$ cat config.mk
export PLATFORM = sky130hd
export DESIGN_NAME = dma_arb
export DESIGN_NICKNAME = d
export VERILOG_FILES = /design/src/rtl/dma_arb_pkg.sv /design/src/rtl/dma_spr_engine.sv /design/src/rtl/dma_smp_engine.sv /design/src/rtl/dma_cycle_sel.sv /design/src/rtl/dma_arb.sv
export SDC_FILE = /design/constraint.sdc
export NUM_CORES = 1
export LEC_CHECK = 0
export ABC_CLOCK_PERIOD_IN_PS = 4300
export BUFFER_PORTS_ARGS = -buffer_cell sky130_fd_sc_hd__buf_2
export CAP_MARGIN = 0
export CORE_MARGIN = 5
export CORE_UTILIZATION = 50
export CTS_CLUSTER_SIZE = 20
export DETAILED_ROUTE_END_ITERATION = 10
export PLACE_DENSITY = 0.91
export SLEW_MARGIN = 40
export SYNTH_ARGS = -nofsm -noshare
export SYNTH_HDL_FRONTEND = slang
export SYNTH_SLANG_ARGS = --single-unit
$ cat constraint.sdc
create_clock -name clk -period 4.3 [get_ports clk]
set_input_delay 0.43 -clock clk [delete_from_list [all_inputs] [get_ports clk]]
set_output_delay 0.43 -clock clk [all_outputs]
set_load 0.01 [all_outputs]
$ cat src/rtl/dma_arb_pkg.sv
// Shared types for the DMA arbiter: the kind of bus cycle chosen each clock.
package dma_arb_pkg;
    typedef enum logic [2:0] {
        ACT_IDLE   = 3'd0,  // CPU owns the bus
        ACT_HALT   = 3'd1,  // first stalled cycle, reads the CPU address
        ACT_DUMMY  = 3'd2,  // filler or alignment cycle
        ACT_SMP    = 3'd3,  // sample byte fetch
        ACT_SPR_RD = 3'd4,  // sprite source read
        ACT_SPR_WR = 3'd5   // sprite write to the fixed port
    } dma_act_e;
endpackage

$ cat src/rtl/dma_spr_engine.sv
// Sprite page copy engine.
// Counts 2*2**OFS_W transfers: even counts are reads, odd counts are writes.
// Holds the last read byte for the following write. Assumes the selector only
// issues a read on an even count and a write on an odd count.
module dma_spr_engine
    import dma_arb_pkg::*;
#(
    parameter int PAGE_W = 8,
    parameter int OFS_W  = 8,
    parameter int DATA_W = 8
) (
    input  logic                     clk,
    input  logic                     rst_n,
    input  logic                     start,
    input  logic [PAGE_W-1:0]        page,
    input  dma_act_e                 act,
    input  logic [DATA_W-1:0]        rdata,
    output logic                     busy,
    output logic                     xfer_odd,
    output logic [PAGE_W+OFS_W-1:0]  rd_addr,
    output logic [DATA_W-1:0]        wdata,
    output logic                     done
);
    localparam int CNT_W = OFS_W + 1;

    logic [CNT_W-1:0]  cnt_q;
    logic [PAGE_W-1:0] page_q;
    logic [DATA_W-1:0] hold_q;

    // Start, advance and finish the page copy.
    always_ff @(posedge clk) begin
        if (!rst_n) begin
            busy   <= 1'b0;
            cnt_q  <= '0;
            page_q <= '0;
            hold_q <= '0;
            done   <= 1'b0;
        end else begin
            done <= 1'b0;
            if (!busy) begin
                if (start) begin
                    busy   <= 1'b1;
                    page_q <= page;
                    cnt_q  <= '0;
                end
            end else if (act == ACT_SPR_RD) begin
                hold_q <= rdata;
                cnt_q  <= cnt_q + 1'b1;
            end else if (act == ACT_SPR_WR) begin
                cnt_q <= cnt_q + 1'b1;
                if (cnt_q == {CNT_W{1'b1}}) begin
                    busy <= 1'b0;
                    done <= 1'b1;
                end
            end
        end
    end

    // Source address and write data views of the engine state.
    always_comb begin
        xfer_odd = cnt_q[0];
        rd_addr  = {page_q, cnt_q[CNT_W-1:1]};
        wdata    = hold_q;
    end
endmodule

$ cat src/rtl/dma_smp_engine.sv
// Single-byte sample fetch engine.
// A request must see SETTLE stalled cycles (halt, then dummy) before it may
// fetch. The fetched byte is registered with a one-cycle load strobe.
module dma_smp_engine
    import dma_arb_pkg::*;
#(
    parameter int ADDR_W = 16,
    parameter int DATA_W = 8,
    parameter int SETTLE = 2
) (
    input  logic              clk,
    input  logic              rst_n,
    input  logic              go,
    input  logic [ADDR_W-1:0] addr_in,
    input  dma_act_e          act,
    input  logic [DATA_W-1:0] rdata,
    output logic              pend,
    output logic              ready,
    output logic [ADDR_W-1:0] addr_q,
    output logic [DATA_W-1:0] data,
    output logic              load
);
    localparam int STG_W = $clog2(SETTLE + 1);

    logic [STG_W-1:0] stage_q;

    // Accept a request, count settling cycles, capture the fetched byte.
    always_ff @(posedge clk) begin
        if (!rst_n) begin
            pend    <= 1'b0;
            addr_q  <= '0;
            stage_q <= '0;
            data    <= '0;
            load    <= 1'b0;
        end else begin
            load <= 1'b0;
            if (!pend) begin
                if (go) begin
                    pend    <= 1'b1;
                    addr_q  <= addr_in;
                    stage_q <= '0;
                end
            end else if (act == ACT_SMP) begin
                pend <= 1'b0;
                data <= rdata;
                load <= 1'b1;
            end else if (act != ACT_IDLE && stage_q != STG_W'(SETTLE)) begin
                stage_q <= stage_q + 1'b1;
            end
        end
    end

    // Fetch allowed once the settling cycles have elapsed.
    always_comb ready = pend && (stage_q == STG_W'(SETTLE));
endmodule

$ cat src/rtl/dma_cycle_sel.sv
// Per-cycle arbiter. Chooses the bus action from the engine states and the
// cycle parity, and drives the transfer bus. Assumes put_phase alternates
// every clock. The first stalled cycle is always a halt cycle.
module dma_cycle_sel
    import dma_arb_pkg::*;
#(
    parameter int          ADDR_W   = 16,
    parameter int          DATA_W   = 8,
    parameter int unsigned SPR_PORT = 'h2004,
    parameter bit          QUIET_EN = 1'b1,
    parameter int unsigned QUIET_A  = 'h4016,
    parameter int unsigned QUIET_B  = 'h4017
) (
    input  logic              clk,
    input  logic              rst_n,
    input  logic              put_phase,
    input  logic [ADDR_W-1:0] cpu_addr,
    input  logic              spr_busy,
    input  logic              spr_odd,
    input  logic [ADDR_W-1:0] spr_addr,
    input  logic [DATA_W-1:0] spr_wdata,
    input  logic              smp_pend,
    input  logic              smp_ready,
    input  logic [ADDR_W-1:0] smp_addr,
    output dma_act_e          act,
    output logic              stall,
    output logic [ADDR_W-1:0] bus_addr,
    output logic              bus_rd,
    output logic              bus_wr,
    output logic [DATA_W-1:0] bus_wdata
);
    logic engaged_q;
    logic quiet;

    // Pending-address filter for read-sensitive ports.
    generate
        if (QUIET_EN) begin : g_quiet
            assign quiet = (cpu_addr == ADDR_W'(QUIET_A)) || (cpu_addr == ADDR_W'(QUIET_B));
        end else begin : g_loud
            assign quiet = 1'b0;
        end
    endgenerate

    // Remember that the halt cycle of this stall has been spent.
    always_ff @(posedge clk) begin
        if (!rst_n) engaged_q <= 1'b0;
        else        engaged_q <= (act != ACT_IDLE);
    end

    // Priority choice: halt, sample on get, sprite read on get, write on put.
    always_comb begin
        stall = spr_busy || smp_pend;
        if (!stall)                               act = ACT_IDLE;
        else if (!engaged_q)                      act = ACT_HALT;
        else if (!put_phase && smp_ready)         act = ACT_SMP;
        else if (!put_phase && spr_busy && !spr_odd) act = ACT_SPR_RD;
        else if (put_phase && spr_busy && spr_odd)   act = ACT_SPR_WR;
        else                                      act = ACT_DUMMY;
    end

    // Bus drive for the chosen action.
    always_comb begin
        bus_addr  = cpu_addr;
        bus_rd    = 1'b0;
        bus_wr    = 1'b0;
        bus_wdata = '0;
        unique case (act)
            ACT_HALT:   bus_rd = 1'b1;
            ACT_DUMMY:  bus_rd = !quiet;
            ACT_SMP: begin
                bus_addr = smp_addr;
                bus_rd   = 1'b1;
            end
            ACT_SPR_RD: begin
                bus_addr = spr_addr;
                bus_rd   = 1'b1;
            end
            ACT_SPR_WR: begin
                bus_addr  = ADDR_W'(SPR_PORT);
                bus_wr    = 1'b1;
                bus_wdata = spr_wdata;
            end
            default: ;
        endcase
    end
endmodule

$ cat src/rtl/dma_arb.sv
// Top of the sprite/sample DMA arbiter. Joins the two engines through the
// per-cycle selector. Assumes the CPU holds its pending read while cpu_halt
// is high and reissues it afterwards.
module dma_arb
    import dma_arb_pkg::*;
#(
    parameter int          PAGE_W   = 8,
    parameter int          OFS_W    = 8,
    parameter int          DATA_W   = 8,
    parameter int          SETTLE   = 2,
    parameter int unsigned SPR_PORT = 'h2004,
    parameter bit          QUIET_EN = 1'b1
) (
    input  logic                     clk,
    input  logic                     rst_n,
    input  logic                     put_phase,
    input  logic [PAGE_W+OFS_W-1:0]  cpu_addr,
    input  logic                     spr_start,
    input  logic [PAGE_W-1:0]        spr_page,
    input  logic                     smp_go,
    input  logic [PAGE_W+OFS_W-1:0]  smp_addr,
    input  logic [DATA_W-1:0]        bus_rdata,
    output logic                     cpu_halt,
    output logic [PAGE_W+OFS_W-1:0]  bus_addr,
    output logic                     bus_rd,
    output logic                     bus_wr,
    output logic [DATA_W-1:0]        bus_wdata,
    output logic [DATA_W-1:0]        smp_data,
    output logic                     smp_load,
    output logic                     spr_done
);
    localparam int ADDR_W = PAGE_W + OFS_W;

    dma_act_e          act;
    logic              spr_busy, spr_odd;
    logic [ADDR_W-1:0] spr_rd_addr;
    logic [DATA_W-1:0] spr_wdata;
    logic              smp_pend, smp_ready;
    logic [ADDR_W-1:0] smp_addr_q;

    dma_spr_engine #(.PAGE_W(PAGE_W), .OFS_W(OFS_W), .DATA_W(DATA_W)) u_spr (
        .clk(clk), .rst_n(rst_n), .start(spr_start), .page(spr_page), .act(act),
        .rdata(bus_rdata), .busy(spr_busy), .xfer_odd(spr_odd),
        .rd_addr(spr_rd_addr), .wdata(spr_wdata), .done(spr_done)
    );

    dma_smp_engine #(.ADDR_W(ADDR_W), .DATA_W(DATA_W), .SETTLE(SETTLE)) u_smp (
        .clk(clk), .rst_n(rst_n), .go(smp_go), .addr_in(smp_addr), .act(act),
        .rdata(bus_rdata), .pend(smp_pend), .ready(smp_ready), .addr_q(smp_addr_q),
        .data(smp_data), .load(smp_load)
    );

    dma_cycle_sel #(.ADDR_W(ADDR_W), .DATA_W(DATA_W), .SPR_PORT(SPR_PORT),
                    .QUIET_EN(QUIET_EN)) u_sel (
        .clk(clk), .rst_n(rst_n), .put_phase(put_phase), .cpu_addr(cpu_addr),
        .spr_busy(spr_busy), .spr_odd(spr_odd), .spr_addr(spr_rd_addr),
        .spr_wdata(spr_wdata), .smp_pend(smp_pend), .smp_ready(smp_ready),
        .smp_addr(smp_addr_q), .act(act), .stall(cpu_halt), .bus_addr(bus_addr),
        .bus_rd(bus_rd), .bus_wr(bus_wr), .bus_wdata(bus_wdata)
    );
endmodule

==> out/metrics.cfg, run 1 <==
[synth]
ys_ff_latch = 56
synth-seq-area-share = 0.417
yosys-top-cells-count = nand2_1, dfxtp_1, a21boi_0, a21o_1
syn_nets = 375
synth_enable_flop_cells = 0
ys.flop_type = dfxtp_1
synth_area_leaders = dfxtp_1, nand2_1, a21boi_0, a22o_1, a21o_1
synth_warnings = 0
syn_avg_cell_area_sq_um = 8.43
synth.most_common_cell = nand2_1
synthCells = 319
synth_top_cell_area_share = 0.417
synth.cell_area_sq_um = 2690
yosysTopAreaCell = dfxtp_1
ys_types = 39
ys_async_sr_fraction = 0

[hold_path]
min_from = smp_addr[8]
hp-class = in -> reg
hold_end = u_smp.addr_q[8]
hold_depth = 3

[grt]
grt_start_max_net_pins = 54
grt.total_usage = 0.201
grt_overflow = 0
grt_pass1_wl_um = 11600
antenna_found_initial = 0
grt_pass1_vias = 2469

[setup_path]
cp_data_arrival_time_ns = 2.37
rr_startpoint = u_smp.stage_q[0]
path_class = reg -> out
r2r_end = u_smp.data[2]
cp-end-kind = output port
cp.required_ns = 3.87
rrSetupSlack_ns = 2.29
crit_path_start_kind = flip-flop
reg2reg_depth = 7
critPathMaxFanout = 15

[timing]
fin_worst_skew_ns = 0.00442
tns_ns = 0
max_freq_mhz = 357
finalCritPeriodShare = 0.652
hold_viol = 0
maxSlewHeadroom = 0.494
slew_viol_final = 0
rsz0062_at_grt = no
setup_ws_ns = 1.50
tightest_slew_ns = 0.759
finalSetupViolCount = 0
fin_crit_ns = 2.80

[floorplanning]
die_x_um = 83.4
initial_core_util = 0.520
rows = 26
fp.coreArea_sq_um = 5170
die_area_sq_um = 6950
die_h_um = 83.4
pin_count = 90

[final_layout]
instances_no_fill = 466
fillers = 438
drive_gt1_frac = 0.265
fin_nets = 451
regArea_sq_um = 1120
multi_input_area_sq_um = 1430
area_delta_synth_final_pct = 19.3
postLayoutCoreUtil = 0.620
antenna_cells = 0

[drt]
drc = 0
drt_iter0_drc = 217
routed-via-count = 2518
viasPerCell = 5.40
drtPass1Iterations = 4
ant_nets = 0
routed_wl_um = 6950
wl_per_cell_um = 14.9

[clocking]
clock-sinks = 56
htreeDepth = 2
cts_hold_buffers = 0
clk_pin_slew_ns = 0.10
clk_latency_ns = 0.31
cts_setup_buffers = 0
ctsResizeCount = 0
clock-root-buffer = clkbuf_8
clock_path_buffers = 2
cts_tree = done
numCtsBuffers = 5

[job]
drv_cap = 0

[place]
dpl.cell_count = 458
post-place-ws_ns = 1.57
dpl.hpwl_um = 5230
io_buffers = 89
place.gp.congestion = 0.878

[power_and_ir_drop]
powerDensity_nw_per_um2 = 301
max-vdd-ir-drop_uv = 205
p_leak_uw = 0.00141
total_power_uw = 966

[run_status]
status = finished, final reports clean

-- cells in the final DEF (no fill, tap or decap), drive strengths merged, types with 3 or more instances in the layout --
cell type,synthesis,final
buf,12,90
nand2,88,88
dfxtp,56,56
a21boi,41,41
a21o,15,15
a22o,13,13
nor2,13,13
and2,11,11
nand4,7,7
clkbuf,9,7
o21ai,5,5
inv,5,5
xnor2,4,4
nor2b,4,4
a221o,3,3
nand3,3,3
o211ai,3,3
a21oi,3,3
ha,3,3
and3,3,3
nor3b,3,3
-- layout make-up --
type                    count  area share
repair buffers             90       0.141
clock buffers               7      0.0269
well taps                  70      0.0273
multi-input cells         237       0.447
flip-flops and latches     56       0.349
inverters                   5     0.00585
clock inverters             1     0.00234
-- logic make-up (layout without fill, tap and decap cells) --
family / after synthesis / count (layout) / share of synthesized area
and+or+nand+nor: 140 / 140 / 0.240
AOI/OAI and AO/OA: 88 / 88 / 0.258
DFF: 56 / 56 / 0.417
buffers and inverters: 26 / 103 / 0.0516
xor gates and xnor gates: 6 / 6 / 0.0195
adders and majority gates: 3 / 3 / 0.0140
-- how the worst max path moves through the flow --
| stage | startpoint | endpoint | slack (ns) | cells past startpoint |
|---|---|---|---|---|
| finish | u_smp.stage_q[0] | bus_addr[10] | 1.50 | 8 |
| global route | u_smp.stage_q[0] | bus_addr[13] | 1.28 | 8 |
| CTS | u_smp.stage_q[0] | bus_addr[2] | 1.21 | 7 |
| detailed placement | u_smp.stage_q[0] | bus_addr[2] | 1.57 | 7 |
| global placement | u_smp.stage_q[0] | bus_addr[3] | 1.64 | 7 |
| floorplan | u_smp.stage_q[0] | bus_addr[6] | 2.26 | 8 |
-- state kept, by name (all words and copies together) (netlist names) --
name / flops
u_smp.data: 8
u_spr.wdata: 8
u_smp.pend: 1
u_spr.done: 1
u_smp.load: 1
u_smp.stage_q: 2
u_spr.busy: 1
u_spr.page_q: 8
u_smp.addr_q: 16
u_spr.cnt_q: 9
u_sel.engaged_q: 1
-- metrics by stage --
stage | hold slack, ns | area [sq um]
floorplan | 0.430 | 2690
global placement | 0.437 | 3110
detailed placement | 0.440 | 3110
CTS | 0.348 | 3210
global route | 0.363 | 3210
finish | 0.344 | 3210
-- metal layers --
metal  wire [um]  vias to the layer above  part of all wire  global-route usage
met5           0                        -                 0                   0
met4         157                        0             0.023              0.0966
met3         415                       12             0.060              0.0376
met2        3490                       85              0.50               0.348
met1        2890                     1176              0.42               0.237
li1            -                     1245                 -                   -
-- worst max-delay path, cell delays in order (launching register included) --
cell and delay [ns]:
dfxtp_1 0.33, inv_1 0.06, ha_1 0.28, nand2_1 0.17, nor3b_4 0.54, buf_4 0.31
a22o_1 0.16, a21o_1 0.08, buf_2 0.12
-- power breakdown --
group          internal (uW)  total (uW)  switching [uW]  leakage, uW
combinational           53.3         117            63.6     0.000910
sequential               536         552            15.7     0.000456
clock                    131         297             166    0.0000445
total                    721         966             245      0.00141
(Power assumes the default switching activity.)
==> run 2, diff against run 1 <==
Settings changed: ABC_CLOCK_PERIOD_IN_PS 4300 to 2350, CORE_UTILIZATION 50 to 45, PLACE_DENSITY 0.91 to 0.87.
Clock period 4.3 ns to 2.35 ns, I/O delays scaled along.
==> out/metrics.cfg, run 2 (synthesis gave the netlist of run 1 again) <==
[run_status]
status = finished, final reports clean

[drt]
routed-via-count = 2642
ant_nets = 0
drc = 0
drt_iter0_drc = 267
drtPass1Iterations = 5
viasPerCell = 5.52
routed_wl_um = 7630
wl_per_cell_um = 15.9

[final_layout]
drive_gt1_frac = 0.292
postLayoutCoreUtil = 0.566
mostFrequentLayoutCell = buf_2
regMostFlops = u_smp.addr_q
area_delta_synth_final_pct = 23.1
top_regs = u_smp.addr_q: 16 flops, u_spr.cnt_q: 9 flops
antenna_cells = 0
largest_reg_flops = 16
instances_no_fill = 479
fin_nets = 459
final_cell_mix = buf_2, nand2_1, dfxtp_1, a21boi_0, a21o_1
fillers = 526

[grt]
grt_start_max_net_pins = 38
grt.total_usage = 0.202
grt_overflow = 0
grt_pass1_wl_um = 12100
antenna_found_initial = 0
grt_pass1_vias = 2520

[timing]
rsz0062_at_grt = no
tns_ns = 0
hold_viol = 0
finalCritPeriodShare = 0.958
maxSlewHeadroom = 0.510
slew_viol_final = 0
max_freq_mhz = 444
tightest_slew_ns = 0.733
fin_worst_skew_ns = 0.00467
finalSetupViolCount = 0
fin_crit_ns = 2.25

[power_and_ir_drop]
powerDensity_nw_per_um2 = 539
max-vdd-ir-drop_uv = 296
total_power_uw = 1790
p_leak_uw = 0.00145

[job]
drv_cap = 0

[setup_path]
cp.required_ns = 2.12
path_class = reg -> out
cp_slowest_cell = dfxtp_1
critPathMaxFanout = 11
cpPeakStageDelay_ns = 0.55
crit_path_start_kind = flip-flop
cp-end-kind = output port
crit_chain = inv_1, o21ai_2, a31oi_4, a221o_1, buf_2
cp_data_arrival_time_ns = 2.02

[floorplanning]
die_area_sq_um = 7620
initial_core_util = 0.460
die_h_um = 87.3
die_x_um = 87.3
rows = 28
pin_count = 90
fp.coreArea_sq_um = 5850

[place]
dpl.cell_count = 470
io_buffers = 89
place.gp.congestion = 0.862
dpl.hpwl_um = 5520

[clocking]
clock-root-buffer = clkbuf_8
clock-sinks = 56
clk_pin_slew_ns = 0.10
cts_tree = done
numCtsBuffers = 5
htreeDepth = 2
clk_latency_ns = 0.32
clock_path_buffers = 2
cts_hold_buffers = 0

[hold_path]
hp-class = in -> reg

## run 2: cell type report
type / count / area, sq um / share of cell area
Tap cell: 75 / 93.8 / 0.0283
Inverter: 5 / 18.8 / 0.00567
Clock buffer: 5 / 68.8 / 0.0208
Multi-Input combinational cell: 238 / 1470 / 0.443
Sequential cell: 56 / 1120 / 0.339
Clock inverter: 3 / 22.5 / 0.00680
Timing Repair Buffer: 97 / 518 / 0.156
## run 2: critical path: cells and delay by family, from the launching register on
family / cells / cell delay (ns)
DFF: 1 / 0.55
AOI/OAI and AO/OA: 3 / 0.85
buffers and inverters: 2 / 0.30
## run 2: per-stage QoR
step	hold slack (ns)	cell area [sq um]	worst slack, ns
2_1_floorplan	0.370	2690	0.506
3_3_place_gp	0.437	3180	0.305
3_5_place_dp	0.441	3180	0.236
4_1_cts	0.144	3290	0.0130
5_1_grt	0.139	3310	0.0208
6_report	0.145	3310	0.0982
## run 2: path summary, 6_finish.rpt
path,start,end,slack [ns],cells past startpoint
min reg2reg,u_spr.wdata[5],u_spr.wdata[5],0.45,2
max reg2reg,u_smp.stage_q[0],u_spr.wdata[6],0.66,8
max,u_spr.busy,bus_addr[5],0.1,5
min,smp_addr[8],u_smp.addr_q[8],0.15,3
## run 2: report_power, final
| group | total, uW | switching, uW | internal [uW] | leakage, uW |
|---|---|---|---|---|
| clock | 544 | 330 | 214 | 0.0000485 |
| sequential | 1010 | 31.0 | 982 | 0.000456 |
| combinational | 230 | 124 | 105 | 0.000950 |
## run 2: routing by layer
layer / track usage / routed length (um) / vias to the layer above
met3: 0.0369 / 575 / 28
met4: 0.0893 / 276 / 0
met2: 0.346 / 3820 / 117
met5: 0 / 0 / -
met1: 0.244 / 2950 / 1234
li1: - / - / 1263
## run 2: what timing repair did
item / CTS / global route
endpoints found under the setup margin: 17 / 12
cloned: 1 / 0
buffers inserted: 0 / 0
gates resized for setup: 3 / 5
pin swaps: 1 / 0
